===== config.mk =====
export PLATFORM = sky130hd
export DESIGN_NAME = mii100_carrier_ctrl
export DESIGN_NICKNAME = d
export VERILOG_FILES = /design/src/rtl/mii100_pkg.sv /design/src/rtl/mii100_rx_fsm.sv /design/src/rtl/mii100_tx_fsm.sv /design/src/rtl/mii100_carrier_ctrl.sv
export SDC_FILE = /design/constraint.sdc
export NUM_CORES = 1
export LEC_CHECK = 0
export BUFFER_PORTS_ARGS = -buffer_cell sky130_fd_sc_hd__clkbuf_2
export CAP_MARGIN = 0
export CORE_ASPECT_RATIO = 1.5
export CORE_MARGIN = 5
export CORE_UTILIZATION = 45
export CTS_CLUSTER_DIAMETER = 30
export DETAILED_ROUTE_END_ITERATION = 10
export HOLD_SLACK_MARGIN = 0.05
export PLACE_DENSITY = 0.75
export SLEW_MARGIN = 25
export SYNTH_ARGS = -nofsm -noshare
export SYNTH_HDL_FRONTEND = slang
export SYNTH_HIERARCHICAL = 1
export SYNTH_SLANG_ARGS = --single-unit

===== constraint.sdc =====
create_clock -name clk -period 1.5 [get_ports clk]
set_input_delay 0.075 -clock clk [delete_from_list [all_inputs] [get_ports clk]]
set_output_delay 0.075 -clock clk [all_outputs]
set_load 0.05 [all_outputs]

===== src/rtl/mii100_pkg.sv =====
package mii100_pkg;
    localparam int KIND_W = 3;
    localparam int NIB_W  = 4;

    typedef enum logic [KIND_W-1:0] {
        SYM_DATA = 3'd0,
        SYM_IDLE = 3'd1,
        SYM_J    = 3'd2,
        SYM_K    = 3'd3,
        SYM_T    = 3'd4,
        SYM_R    = 3'd5,
        SYM_H    = 3'd6
    } sym_kind_t;
endpackage


===== src/rtl/mii100_rx_fsm.sv =====
module mii100_rx_fsm
    import mii100_pkg::*;
#(
    parameter int            W       = NIB_W,
    parameter logic [W-1:0]  PRE_NIB = 4'b0101,
    parameter logic [W-1:0]  ERR_NIB = 4'b1110
) (
    input  logic              clk,
    input  logic              rst_n,
    input  logic [KIND_W-1:0] kind_i,
    input  logic [W-1:0]      nib_i,
    output logic              crs_o,
    output logic              dv_o,
    output logic              er_o,
    output logic [W-1:0]      rxd_o
);
    typedef enum logic [1:0] {RX_REST, RX_SAW_J, RX_FRAME, RX_SAW_T} rx_state_t;

    rx_state_t st, nxt;
    sym_kind_t k;
    logic          n_crs, n_dv, n_er;
    logic [W-1:0]  n_rxd;

    assign k = sym_kind_t'(kind_i);

    always_comb begin
        nxt   = st;
        n_crs = 1'b0;
        n_dv  = 1'b0;
        n_er  = 1'b0;
        n_rxd = '0;
        unique case (st)
            RX_REST: begin
                if (k == SYM_J) nxt = RX_SAW_J;
            end
            RX_SAW_J: begin
                if (k == SYM_K) begin
                    nxt   = RX_FRAME;
                    n_crs = 1'b1;
                    n_dv  = 1'b1;
                    n_rxd = PRE_NIB;
                end else begin
                    nxt   = RX_REST;
                    n_er  = 1'b1;
                    n_rxd = ERR_NIB;
                end
            end
            RX_FRAME: begin
                case (k)
                    SYM_DATA: begin
                        n_crs = 1'b1;
                        n_dv  = 1'b1;
                        n_rxd = nib_i;
                    end
                    SYM_IDLE: begin
                        nxt  = RX_REST;
                        n_er = 1'b1;
                    end
                    SYM_T: begin
                        nxt   = RX_SAW_T;
                        n_crs = 1'b1;
                    end
                    default: begin
                        n_crs = 1'b1;
                        n_dv  = 1'b1;
                        n_er  = 1'b1;
                        n_rxd = ERR_NIB;
                    end
                endcase
            end
            RX_SAW_T: begin
                nxt = RX_REST;
                if (k != SYM_R) n_er = 1'b1;
            end
        endcase
    end

    always_ff @(posedge clk) begin
        if (!rst_n) st <= RX_REST;
        else        st <= nxt;
    end

    always_ff @(posedge clk) begin
        if (!rst_n) begin
            crs_o <= 1'b0;
            dv_o  <= 1'b0;
            er_o  <= 1'b0;
            rxd_o <= '0;
        end else begin
            crs_o <= n_crs;
            dv_o  <= n_dv;
            er_o  <= n_er;
            rxd_o <= n_rxd;
        end
    end
endmodule


===== src/rtl/mii100_tx_fsm.sv =====
module mii100_tx_fsm
    import mii100_pkg::*;
#(
    parameter int W = NIB_W
) (
    input  logic              clk,
    input  logic              rst_n,
    input  logic              en_i,
    input  logic              er_i,
    input  logic [W-1:0]      d_i,
    output logic [KIND_W-1:0] kind_o,
    output logic [W-1:0]      nib_o
);
    typedef enum logic [1:0] {TX_IDLE, TX_K, TX_DATA, TX_END} tx_state_t;

    tx_state_t  st, nxt;
    sym_kind_t  n_kind;
    logic [W-1:0] n_nib;

    always_comb begin
        nxt    = st;
        n_kind = SYM_IDLE;
        n_nib  = '0;
        unique case (st)
            TX_IDLE: begin
                if (en_i) begin
                    nxt    = TX_K;
                    n_kind = SYM_J;
                end
            end
            TX_K: begin
                if (en_i) begin
                    nxt    = TX_DATA;
                    n_kind = SYM_K;
                end else begin
                    nxt    = TX_END;
                    n_kind = SYM_T;
                end
            end
            TX_DATA: begin
                if (en_i) begin
                    n_kind = SYM_DATA;
                    n_nib  = d_i;
                end else begin
                    nxt    = TX_END;
                    n_kind = SYM_T;
                end
            end
            TX_END: begin
                nxt    = TX_IDLE;
                n_kind = SYM_R;
            end
        endcase
        if (en_i && er_i) begin
            n_kind = SYM_H;
            n_nib  = '0;
        end
    end

    always_ff @(posedge clk) begin
        if (!rst_n) st <= TX_IDLE;
        else        st <= nxt;
    end

    always_ff @(posedge clk) begin
        if (!rst_n) begin
            kind_o <= SYM_IDLE;
            nib_o  <= '0;
        end else begin
            kind_o <= n_kind;
            nib_o  <= n_nib;
        end
    end
endmodule


===== src/rtl/mii100_carrier_ctrl.sv =====
module mii100_carrier_ctrl
    import mii100_pkg::*;
#(
    parameter logic [NIB_W-1:0] PRE_NIB = 4'b0101,
    parameter logic [NIB_W-1:0] ERR_NIB = 4'b1110
) (
    input  logic              clk,
    input  logic              rst_n,
    input  logic [KIND_W-1:0] rx_kind,
    input  logic [NIB_W-1:0]  rx_nib,
    output logic              crs,
    output logic              rx_dv,
    output logic              rx_er,
    output logic [NIB_W-1:0]  rxd,
    input  logic              tx_en,
    input  logic              tx_er,
    input  logic [NIB_W-1:0]  txd,
    output logic [KIND_W-1:0] tx_kind,
    output logic [NIB_W-1:0]  tx_nib
);
    mii100_rx_fsm #(.W(NIB_W), .PRE_NIB(PRE_NIB), .ERR_NIB(ERR_NIB)) u_rx (
        .clk    (clk),
        .rst_n  (rst_n),
        .kind_i (rx_kind),
        .nib_i  (rx_nib),
        .crs_o  (crs),
        .dv_o   (rx_dv),
        .er_o   (rx_er),
        .rxd_o  (rxd)
    );

    mii100_tx_fsm #(.W(NIB_W)) u_tx (
        .clk    (clk),
        .rst_n  (rst_n),
        .en_i   (tx_en),
        .er_i   (tx_er),
        .d_i    (txd),
        .kind_o (tx_kind),
        .nib_o  (tx_nib)
    );
endmodule


==> results.cfg <==
[placement]
place_ws_ps = -24.5
portBuffers = 28
dpl.cell_count = 155
dp_hpwl_mm = 1.44
gp_congestion = 0.766

[synth]
synth-seq-cells = 18
synthCells = 107
synth_top_cell_by_area = dfxtp_1
netlist_top_cells_area = dfxtp_1 36%, ha_1 13%, a21oi_1 3.0%, mux2i_1 3.0%, nor2_1 3.0%
syn_avg_cell_area_um2 = 9.28
synth_edf_count = 0
seq_area_frac_synth_pct = 36.3
synth_nets = 132
synth_flop_cell = dfxtp_1
synthDominantCellAreaShare_pct = 36.3
synth_area_um2 = 993
synthArstFlopShare_pct = 0
synth.distinct_cells = 37
ys_warn_count = 6

[sta]
period_needed_ps = 1410
fin_crit_sh_pct = 94.3
layout_setup_ws_ps = 85.6
setup_tns_ps = 0
tightest_slew_ps = 279
relSlewSlack_pct = 81.5
finalSetupViolCount = 0
rsz0062_at_grt = no
clock.fmax_mhz = 707
hold_viol = 0
maxSlewViolCount = 0
skew_ps = 1.74

[pwr]
clockPowerShare_pct = 15.0
pwr-share-comb_pct = 45.7
internal_power_mw = 0.922
peakVddDrop_mv = 0.741
power_density_nw_per_um2 = 1200
p_switching_mw = 0.577
seqPwrFrac_pct = 39.3
switching_share_pct = 38.5
p_leak_nw = 0.593
p_total_mw = 1.50

[floorplan]
core_um2 = 2080
io_pins = 29
die_area_um2 = 3270
dieWidth_um = 48.4
die_h_um = 67.5
num_rows = 20
initial_core_util_pct = 47.8

[setup_path]
reg2reg_to = u_rx/st[1]$_SDFFE_PN0P_
required_ps = 1710
reg2reg_slack_ps = 90
reg2reg_from = u_rx/st[1]$_SDFFE_PN0P_
start_kind = register
end_kind = register
startpoint = u_rx/st[1]$_SDFFE_PN0P_
arrival_ps = 1630
worstRegToRegCells = 6
critPathKind = register to register
crit_fanout = 4
worst_setup_path_endpoint = u_rx/st[1]$_SDFFE_PN0P_

[global_route]
gr-total-overflow = 0
gr-usage-all-layers_pct = 12.4
antenna_found_initial = 0
grt_pass1_vias = 793
grt_pass1_wl_mm = 3.28
grt_max_degree = 16

[finish]
syn_to_final_growth_pct = 25.6
multi_input_area_um2 = 588
stdcell_count = 164
fillCellCount = 185
final_cell_mix = 28 x clkbuf_2, 16 x dfxtp_1, 8 x nor2_1
diodes = 0
nets = 169
regArea_um2 = 363
layout_commonest_cell = clkbuf_2
drive_gt1_share_pct = 33.8

[clock_network]
insertion_delay_ps = 280
cts.sinks = 18
cts.path.max_buffers = 2
clk_pin_slew_ps = 90
cts_buffers = 3
root_buffer = clkbuf_4
cts_tree = built
cts_htree_levels = 1

[detailed_routing]
viasPerCell = 5.27
wire_per_inst_um = 12.2
dr.pass1.iters = 4
drt-initial-drc-count = 15
drc = 0
ant_nets = 0
drt-total-wl_mm = 2.00
route.vias.total = 865

[outcome]
outcome = finished clean

[min_path]
hold_start = rst_n
min_path_type = primary input to register

[flow_run]
drv_cap = 0
state kept, by name (all words and copies together) (netlist names):
| register | flops |
|---|---|
| u_tx/st | 2 |
| u_tx/kind_o | 3 |
| u_rx/crs_o | 1 |
| u_rx/st | 2 |
| u_tx/nib_o | 4 |
| u_rx/dv_o | 1 |
| u_rx/rxd_o | 4 |
| u_rx/er_o | 1 |
Yosys cell counts (all sizes together), types with 2 or more instances:
cell type	instances
dfxtp	18
ha	10
nor2	9
inv	7
nand2	7
a21oi	6
buf	5
and2	4
mux2i	4
o21ai	4
a21boi	3
nand2b	3
nor3b	3
a21o	2
a31oi	2
and4b	2
nand3	2
o21a	2
o22ai	2
worst max-delay path, stage by stage, from the launching register on:
cell and delay (ps):
dfxtp_2 350, inv_2 70, ha_2 170, and4b_1 220, a31oi_1 50, or3b_1 350, mux2i_1 130
cells by family (layout without fill, tap and decap cells):
| kind of cell | Yosys count | in the layout | share of synthesized area (%) |
|---|---|---|---|
| mux | 5 | 5 | 6.42 |
| fa+ha+maj | 10 | 10 | 12.6 |
| compound gates | 29 | 29 | 20.1 |
| simple gates | 33 | 33 | 18.1 |
| buf+inv | 12 | 47 | 6.42 |
| flops | 18 | 18 | 36.3 |
stage by stage:
stage                     util, %  instance area [um^2]  hold WS, ps
after floorplan                 -                   993          137
after global placement       55.2                  1150          283
after detailed placement     55.2                  1150          278
after CTS                    59.0                  1220         76.7
after global routing         60.1                  1250         77.3
final                        60.1                  1250         83.2
worst min-delay path by stage:
| stage | end | slack (ps) | cells after the start |
|---|---|---|---|
| 3_5_place_dp | u_tx/nib_o[2]$_SDFF_PP0_ | 280 | 2 |
| 6_report | u_tx/kind_o[0]$_SDFF_PN1_ | 80 | 2 |
| 3_3_place_gp | u_tx/nib_o[1]$_SDFF_PP0_ | 280 | 2 |
| 2_1_floorplan | u_tx/kind_o[0]$_SDFF_PN1_ | 140 | 1 |
| 4_1_cts | u_tx/kind_o[0]$_SDFF_PN1_ | 80 | 2 |
| 5_1_grt | u_tx/kind_o[0]$_SDFF_PN1_ | 80 | 2 |
what timing repair did:
action	in CTS	in global routing
gates resized for setup	1	7
gates cloned	0	0
endpoints found under the setup margin	2	5
hold buffers	5	0
pin swaps	0	1
endpoints found under the hold margin	5	0
buffers inserted	0	1
layer usage:
metal  vias to the layer above  GRT usage, %  routed length (um)
li1                        444             -                   -
met1                       394          13.9                 856
met2                        25          22.2                1030
met3                         2          3.09                 102
met4                         0          5.19                  12
met5                         -             0                   0
power by group through the flow:
stage	logic, mW	clock network, mW	registers [mW]
6_report	0.684	0.225	0.589
3_5_place_dp	0.644	0	0.600
2_1_floorplan	0.421	0	0.683
3_3_place_gp	0.625	0	0.592
4_1_cts	0.663	0.240	0.589
5_1_grt	0.756	0.264	0.597
area by class of cell:
| type | instances | area share (%) |
|---|---|---|
| clock buffer | 3 | 1.81 |
| inverter | 7 | 2.11 |
| tap | 22 | 2.21 |
| multi-input combinational | 77 | 47.1 |
| timing repair buffer | 37 | 17.7 |
| sequential | 18 | 29.1 |
Note: power is estimated with default switching activity, not from simulation.
